[config.mk]
export PLATFORM = sky130hd
export DESIGN_NAME = ctrl_stage_pipe
export DESIGN_NICKNAME = d
export VERILOG_FILES = /design/src/rtl/ctrl_stage_pkg.sv /design/src/rtl/ctrl_decode.sv /design/src/rtl/ctrl_stage_reg.sv /design/src/rtl/ctrl_stage_pipe.sv
export SDC_FILE = /design/constraint.sdc
export NUM_CORES = 1
export LEC_CHECK = 0
export ABC_AREA = 1
export BUFFER_PORTS_ARGS = -buffer_cell sky130_fd_sc_hd__buf_2
export CAP_MARGIN = 20
export CORE_AREA = 3 3 48 50
export CTS_CLUSTER_DIAMETER = 50
export DETAILED_ROUTE_END_ITERATION = 10
export DIE_AREA = 0 0 51 53
export PLACE_DENSITY = 0.73
export SLEW_MARGIN = 15
export SYNTH_ARGS = -nofsm -noshare
export SYNTH_HDL_FRONTEND = slang
export SYNTH_HIERARCHICAL = 1
export SYNTH_SLANG_ARGS = --single-unit
[constraint.sdc]
create_clock -name clk -period 0.8 [get_ports clk]
set_input_delay 0.16 -clock clk [delete_from_list [all_inputs] [get_ports clk]]
set_output_delay 0.16 -clock clk [all_outputs]
set_load 0.05 [all_outputs]
[src/rtl/ctrl_stage_pkg.sv]
package ctrl_stage_pkg;

   localparam logic [1:0] ALUOP_ADDR  = 2'b00;
   localparam logic [1:0] ALUOP_CMP   = 2'b01;
   localparam logic [1:0] ALUOP_FUNCT = 2'b10;

   typedef struct packed {
      logic       reg_dst;
      logic       alu_src;
      logic [1:0] alu_op;
   } ex_ctl_t;

   typedef struct packed {
      logic branch;
      logic rd_en;
      logic wr_en;
   } mem_ctl_t;

   typedef struct packed {
      logic mem_to_reg;
      logic reg_write;
   } wb_ctl_t;

   typedef struct packed {
      mem_ctl_t mem;
      wb_ctl_t  wb;
   } late_ctl_t;

   typedef struct packed {
      ex_ctl_t   ex;
      late_ctl_t late;
   } full_ctl_t;

endpackage

[src/rtl/ctrl_decode.sv]
module ctrl_decode
   import ctrl_stage_pkg::*;
#(
   parameter int OP_W = 6,
   parameter logic [OP_W-1:0] OPC_LOAD  = 6'h23,
   parameter logic [OP_W-1:0] OPC_STORE = 6'h2B,
   parameter logic [OP_W-1:0] OPC_REG   = 6'h00,
   parameter logic [OP_W-1:0] OPC_BEQ   = 6'h04
) (
   input  logic [OP_W-1:0] opcode,
   output full_ctl_t       ctl
);

   always_comb begin
      ctl = '0;
      if (opcode == OPC_LOAD) begin
         ctl.ex.alu_src          = 1'b1;
         ctl.ex.alu_op           = ALUOP_ADDR;
         ctl.late.mem.rd_en      = 1'b1;
         ctl.late.wb.mem_to_reg  = 1'b1;
         ctl.late.wb.reg_write   = 1'b1;
      end else if (opcode == OPC_STORE) begin
         ctl.ex.alu_src          = 1'b1;
         ctl.ex.alu_op           = ALUOP_ADDR;
         ctl.late.mem.wr_en      = 1'b1;
      end else if (opcode == OPC_REG) begin
         ctl.ex.reg_dst          = 1'b1;
         ctl.ex.alu_op           = ALUOP_FUNCT;
         ctl.late.wb.reg_write   = 1'b1;
      end else if (opcode == OPC_BEQ) begin
         ctl.ex.alu_op           = ALUOP_CMP;
         ctl.late.mem.branch     = 1'b1;
      end
   end

endmodule

[src/rtl/ctrl_stage_reg.sv]
module ctrl_stage_reg #(
   parameter int W = 4
) (
   input  logic         clk,
   input  logic         rst,
   input  logic         clr,
   input  logic [W-1:0] d,
   output logic [W-1:0] q
);

   always_ff @(posedge clk) begin
      if (rst || clr) q <= '0;
      else            q <= d;
   end

endmodule

[src/rtl/ctrl_stage_pipe.sv]
module ctrl_stage_pipe
   import ctrl_stage_pkg::*;
#(
   parameter int INSTR_W = 32,
   parameter int OP_LSB  = 26,
   parameter int OP_W    = 6,
   parameter logic [OP_W-1:0] OPC_LOAD  = 6'h23,
   parameter logic [OP_W-1:0] OPC_STORE = 6'h2B,
   parameter logic [OP_W-1:0] OPC_REG   = 6'h00,
   parameter logic [OP_W-1:0] OPC_BEQ   = 6'h04
) (
   input  logic               clk,
   input  logic               rst,
   input  logic [INSTR_W-1:0] instr_id,
   input  logic               bubble_req,
   input  logic               flush_idex,
   input  logic               flush_exmem,
   input  logic               alu_zero,
   output logic               ex_reg_dst,
   output logic               ex_alu_src,
   output logic [1:0]         ex_alu_op,
   output logic               mem_branch,
   output logic               mem_read,
   output logic               mem_write,
   output logic               mem_pc_src,
   output logic               wb_mem_to_reg,
   output logic               wb_reg_write
);

   localparam int IDEX_W  = $bits(full_ctl_t);
   localparam int EXMEM_W = $bits(late_ctl_t);
   localparam int MEMWB_W = $bits(wb_ctl_t);
   localparam logic [INSTR_W-1:0] OP_MASK =
      INSTR_W'(((64'd1 << OP_W) - 64'd1) << OP_LSB);

   generate
      if (OP_LSB + OP_W > INSTR_W) begin : g_bad_field
         $error("opcode field exceeds instruction width");
      end
      if (OPC_LOAD == OPC_STORE || OPC_LOAD == OPC_REG || OPC_LOAD == OPC_BEQ ||
          OPC_STORE == OPC_REG || OPC_STORE == OPC_BEQ || OPC_REG == OPC_BEQ) begin : g_bad_opc
         $error("opcode parameters must be distinct");
      end
   endgenerate

   logic [OP_W-1:0] opcode;
   logic            unused_low_bits;
   full_ctl_t       dec_ctl;
   full_ctl_t       idex_d, idex_q;
   late_ctl_t       exmem_q;
   wb_ctl_t         memwb_q;

   assign opcode          = instr_id[OP_LSB +: OP_W];
   assign unused_low_bits = ^(instr_id & ~OP_MASK);

   ctrl_decode #(
      .OP_W(OP_W), .OPC_LOAD(OPC_LOAD), .OPC_STORE(OPC_STORE),
      .OPC_REG(OPC_REG), .OPC_BEQ(OPC_BEQ)
   ) u_dec (
      .opcode (opcode),
      .ctl    (dec_ctl)
   );

   assign idex_d = bubble_req ? full_ctl_t'('0) : dec_ctl;

   ctrl_stage_reg #(.W(IDEX_W)) u_idex (
      .clk (clk), .rst (rst), .clr (flush_idex),
      .d   (idex_d), .q (idex_q)
   );

   ctrl_stage_reg #(.W(EXMEM_W)) u_exmem (
      .clk (clk), .rst (rst), .clr (flush_exmem),
      .d   (idex_q.late), .q (exmem_q)
   );

   ctrl_stage_reg #(.W(MEMWB_W)) u_memwb (
      .clk (clk), .rst (rst), .clr (1'b0),
      .d   (exmem_q.wb), .q (memwb_q)
   );

   assign ex_reg_dst    = idex_q.ex.reg_dst;
   assign ex_alu_src    = idex_q.ex.alu_src;
   assign ex_alu_op     = idex_q.ex.alu_op;
   assign mem_branch    = exmem_q.mem.branch;
   assign mem_read      = exmem_q.mem.rd_en;
   assign mem_write     = exmem_q.mem.wr_en;
   assign mem_pc_src    = exmem_q.mem.branch & alu_zero;
   assign wb_mem_to_reg = memwb_q.mem_to_reg;
   assign wb_reg_write  = memwb_q.reg_write;

endmodule

==> results.yml <==
outcome:
  outcome: "finished, violations left"
  violations: "setup timing"
final_layout:
  stdcell_area_sq_um: 946
  seqCellArea_sq_um: 334
  drive_gt1_frac: 0.382
  synthToLayoutAreaGrowth_pct: 36.2
  fillCellCount: 203
  num_antenna_cells: 0
  multi_input_area_sq_um: 219
  fin_nets: 162
worst_setup_path:
  startpoint_type: "flop"
  worst-path-buf-inv: 2
  cp.required_ns: 0.64
  arrival_ns: 0.90
  critPathTopFamily: "flip-flops"
  crit_chain: "nand2_4 -> clkinvlp_4 -> buf_6"
  critPathMaxStageDelay_ns: 0.36
  worstSetupPathType: "flop to primary output"
  critPathCaptureType: "primary output"
  worst-path-max-fanout: 2
  cp_slowest_cell: "dfxtp_4"
global_routing:
  grt_max_degree: 10
  gr-total-overflow: 0
  grt_use_met1: 0.0769
  grt_pass1_vias: 411
  grt_use_total: 0.0748
  grt_first_pass_wirelength_microns: 1500
  grtUsageMet3: 0.0254
  grt-busiest-layer: "met2"
  use_met2: 0.127
  antenna_found_initial: 0
detailed_routing:
  avgRoutedWirePerCell_microns: 5.78
  routed_wl_microns: 867
  via_per_inst: 3.55
  drcViolationCount: 0
  drtIter0Drc: 0
  drt_first_pass_iters: 1
  routed-via-count: 533
  postRouteAntennaNets: 0
clocking:
  path_clk_slew_ns: 0.08
  cts-htree-levels: 1
  cts_buffers: 3
  cts_hold_buf: 0
  cts_max_path_buffers: 2
  post_cts_buffers: 0
  cts_tree: "done"
  cts_root_buf: "clkbuf_4"
  ctsResizeCount: 26
  clkLatencyLatePin_ns: 0.28
  cts_sinks: 16
floorplan:
  die_y_microns: 53
  io_pins: 48
  core.rowCount: 16
  die_w_microns: 51
  core_area_sq_mm: 0.00194
  die_area_sq_mm: 0.00270
  start_util: 0.358
synthesis:
  netlist_area_sq_um: 694
  synth_nets: 140
  yosysWarnings: 6
  syn-mean-instance-area_sq_um: 6.81
  seq_area_frac_synth: 0.461
  syn_inst: 102
  synth_cell_types: 12
  synth_seq_cells: 16
  netlist_top_cells_area: "dfxtp_1 46%, inv_1 19%, nor2_1 15%"
  synth_top_area_frac: 0.461
  synth_area_leader_cell: "dfxtp_1"
power_and_ir_drop:
  p_leak_nw: 0.427
  p_sw_frac: 0.206
  p_per_area_mw_per_mm2: 1480
  vdd_ir_drop_max_mv: 0.551
  internal-power_w: 0.00111
  p_seq_frac: 0.567
  clkPwrFrac: 0.359
  switchingPower_w: 0.000289
  share_comb_of_total_power: 0.074
sta:
  setup_viol: 10
  slew_violations: 0
  fin_crit_sh: 1.33
  max_freq_mhz: 943
  final.setup.worst_slack_ns: -0.261
  clock_skew_ns: 0.00269
  min_period_ns: 1.06
  hold_violations: 0
  grt_setup_unrepaired: "true"
placed_design:
  gp_congestion: 0.719
  port_buffers: 21
  placed_cell_area_sq_um: 825
  pre_cts_ws_ns: -0.117
  dpl.hpwl_microns: 725
min_path:
  hold_class: "primary input to flop"
run:
  max_cap_viol_count: 0
-- synthesized netlist by cell type --
| library cell | number |
|---|---|
| buf_4 | 3 |
| nand3_1 | 2 |
| conb_1 | 1 |
| buf_6 | 1 |
| nor2_2 | 5 |
| nor2_1 | 27 |
| nand2_1 | 7 |
| or2_1 | 1 |
| nand2_4 | 2 |
| dfxtp_1 | 16 |
| inv_2 | 2 |
| inv_1 | 35 |
-- logic make-up (layout without fill, tap and decap cells) --
family                 Yosys count  after routing  synth area share
buffers and inverters           41             62             0.249
other                            1              1           0.00540
and+or+nand+nor                 44             44             0.285
DFF                             16             16             0.461
-- final timing paths --
check / cells past startpoint / end / slack [ns] / start
max: 3 / mem_pc_src / -0.26 / u_exmem/q[4]$_SDFF_PP0_
min: 4 / u_exmem/q[3]$_SDFF_PP0_ / 0.15 / flush_exmem
max reg2reg: 2 / u_memwb/q[1]$_SDFF_PP0_ / 0.31 / u_exmem/q[1]$_SDFF_PP0_
min reg2reg: 2 / u_memwb/q[0]$_SDFF_PP0_ / 0.41 / u_exmem/q[0]$_SDFF_PP0_
-- cells in the final DEF (no fill, tap or decap) --
| cell type | netlist | final |
|---|---|---|
| inv_1 | 35 | 34 |
| nor2_1 | 27 | 25 |
| buf_2 | 0 | 12 |
| dfxtp_2 | 0 | 8 |
| dfxtp_1 | 16 | 7 |
| nand2_1 | 7 | 6 |
| nor2_2 | 5 | 6 |
| buf_8 | 0 | 5 |
| buf_6 | 1 | 4 |
| nand2_4 | 2 | 3 |
| clkbuf_4 | 0 | 3 |
| nand3_1 | 2 | 2 |
| inv_2 | 2 | 2 |
| clkinvlp_4 | 0 | 1 |
| clkbuf_8 | 0 | 1 |
| nor2_4 | 0 | 1 |
| or2_1 | 1 | 1 |
| dfxtp_4 | 0 | 1 |
| conb_1 | 1 | 1 |
-- routing by layer --
| layer | wire length (microns) | part of all wire |
|---|---|---|
| met2 | 424 | 0.49 |
| met4 | 8 | 0.0092 |
| met1 | 343 | 0.40 |
| met3 | 90 | 0.10 |
| met5 | 0 | 0 |
-- metrics by stage --
| stage | cells | setup TNS, ns | utilization | hold slack, ns | power, W |
|---|---|---|---|---|---|
| after floorplan | 102 | -0.0468 | - | 0.328 | 0.000878 |
| after global placement | 146 | -0.834 | 0.425 | 0.396 | 0.000913 |
| after detailed placement | 146 | -0.951 | 0.425 | 0.402 | 0.000916 |
| after CTS | 150 | -1.58 | 0.477 | 0.136 | 0.00143 |
| after global routing | 150 | -1.72 | 0.487 | 0.153 | 0.00147 |
| final | 150 | -1.39 | 0.487 | 0.148 | 0.00140 |
-- sequential cells by signal (all words and copies together), names as in the netlist --
register	count
u_exmem/q	5
u_idex/q	9
u_memwb/q	2
-- power by group through the flow --
stage / registers (W) / clock network (W) / logic [W]
final: 0.000793 / 0.000502 / 0.000104
after detailed placement: 0.000812 / 0 / 0.000104
after CTS: 0.000793 / 0.000534 / 0.000105
after global routing: 0.000794 / 0.000559 / 0.000118
after floorplan: 0.000814 / 0 / 0.0000636
after global placement: 0.000812 / 0 / 0.000101
-- worst reg2reg max path: cells and delay by family (launching register included) --
family / cells / cell delay (ns)
simple gates: 1 / 0.08
flops: 1 / 0.31
buf+inv: 1 / 0.03
-- layout make-up --
cell class | count | share of cell area
clock buffer | 4 | 0.0384
timing repair buffer | 21 | 0.190
multi-input combinational | 45 | 0.231
inverter | 37 | 0.151
sequential | 16 | 0.353
tap | 27 | 0.0357
(Power assumes the default switching activity.)
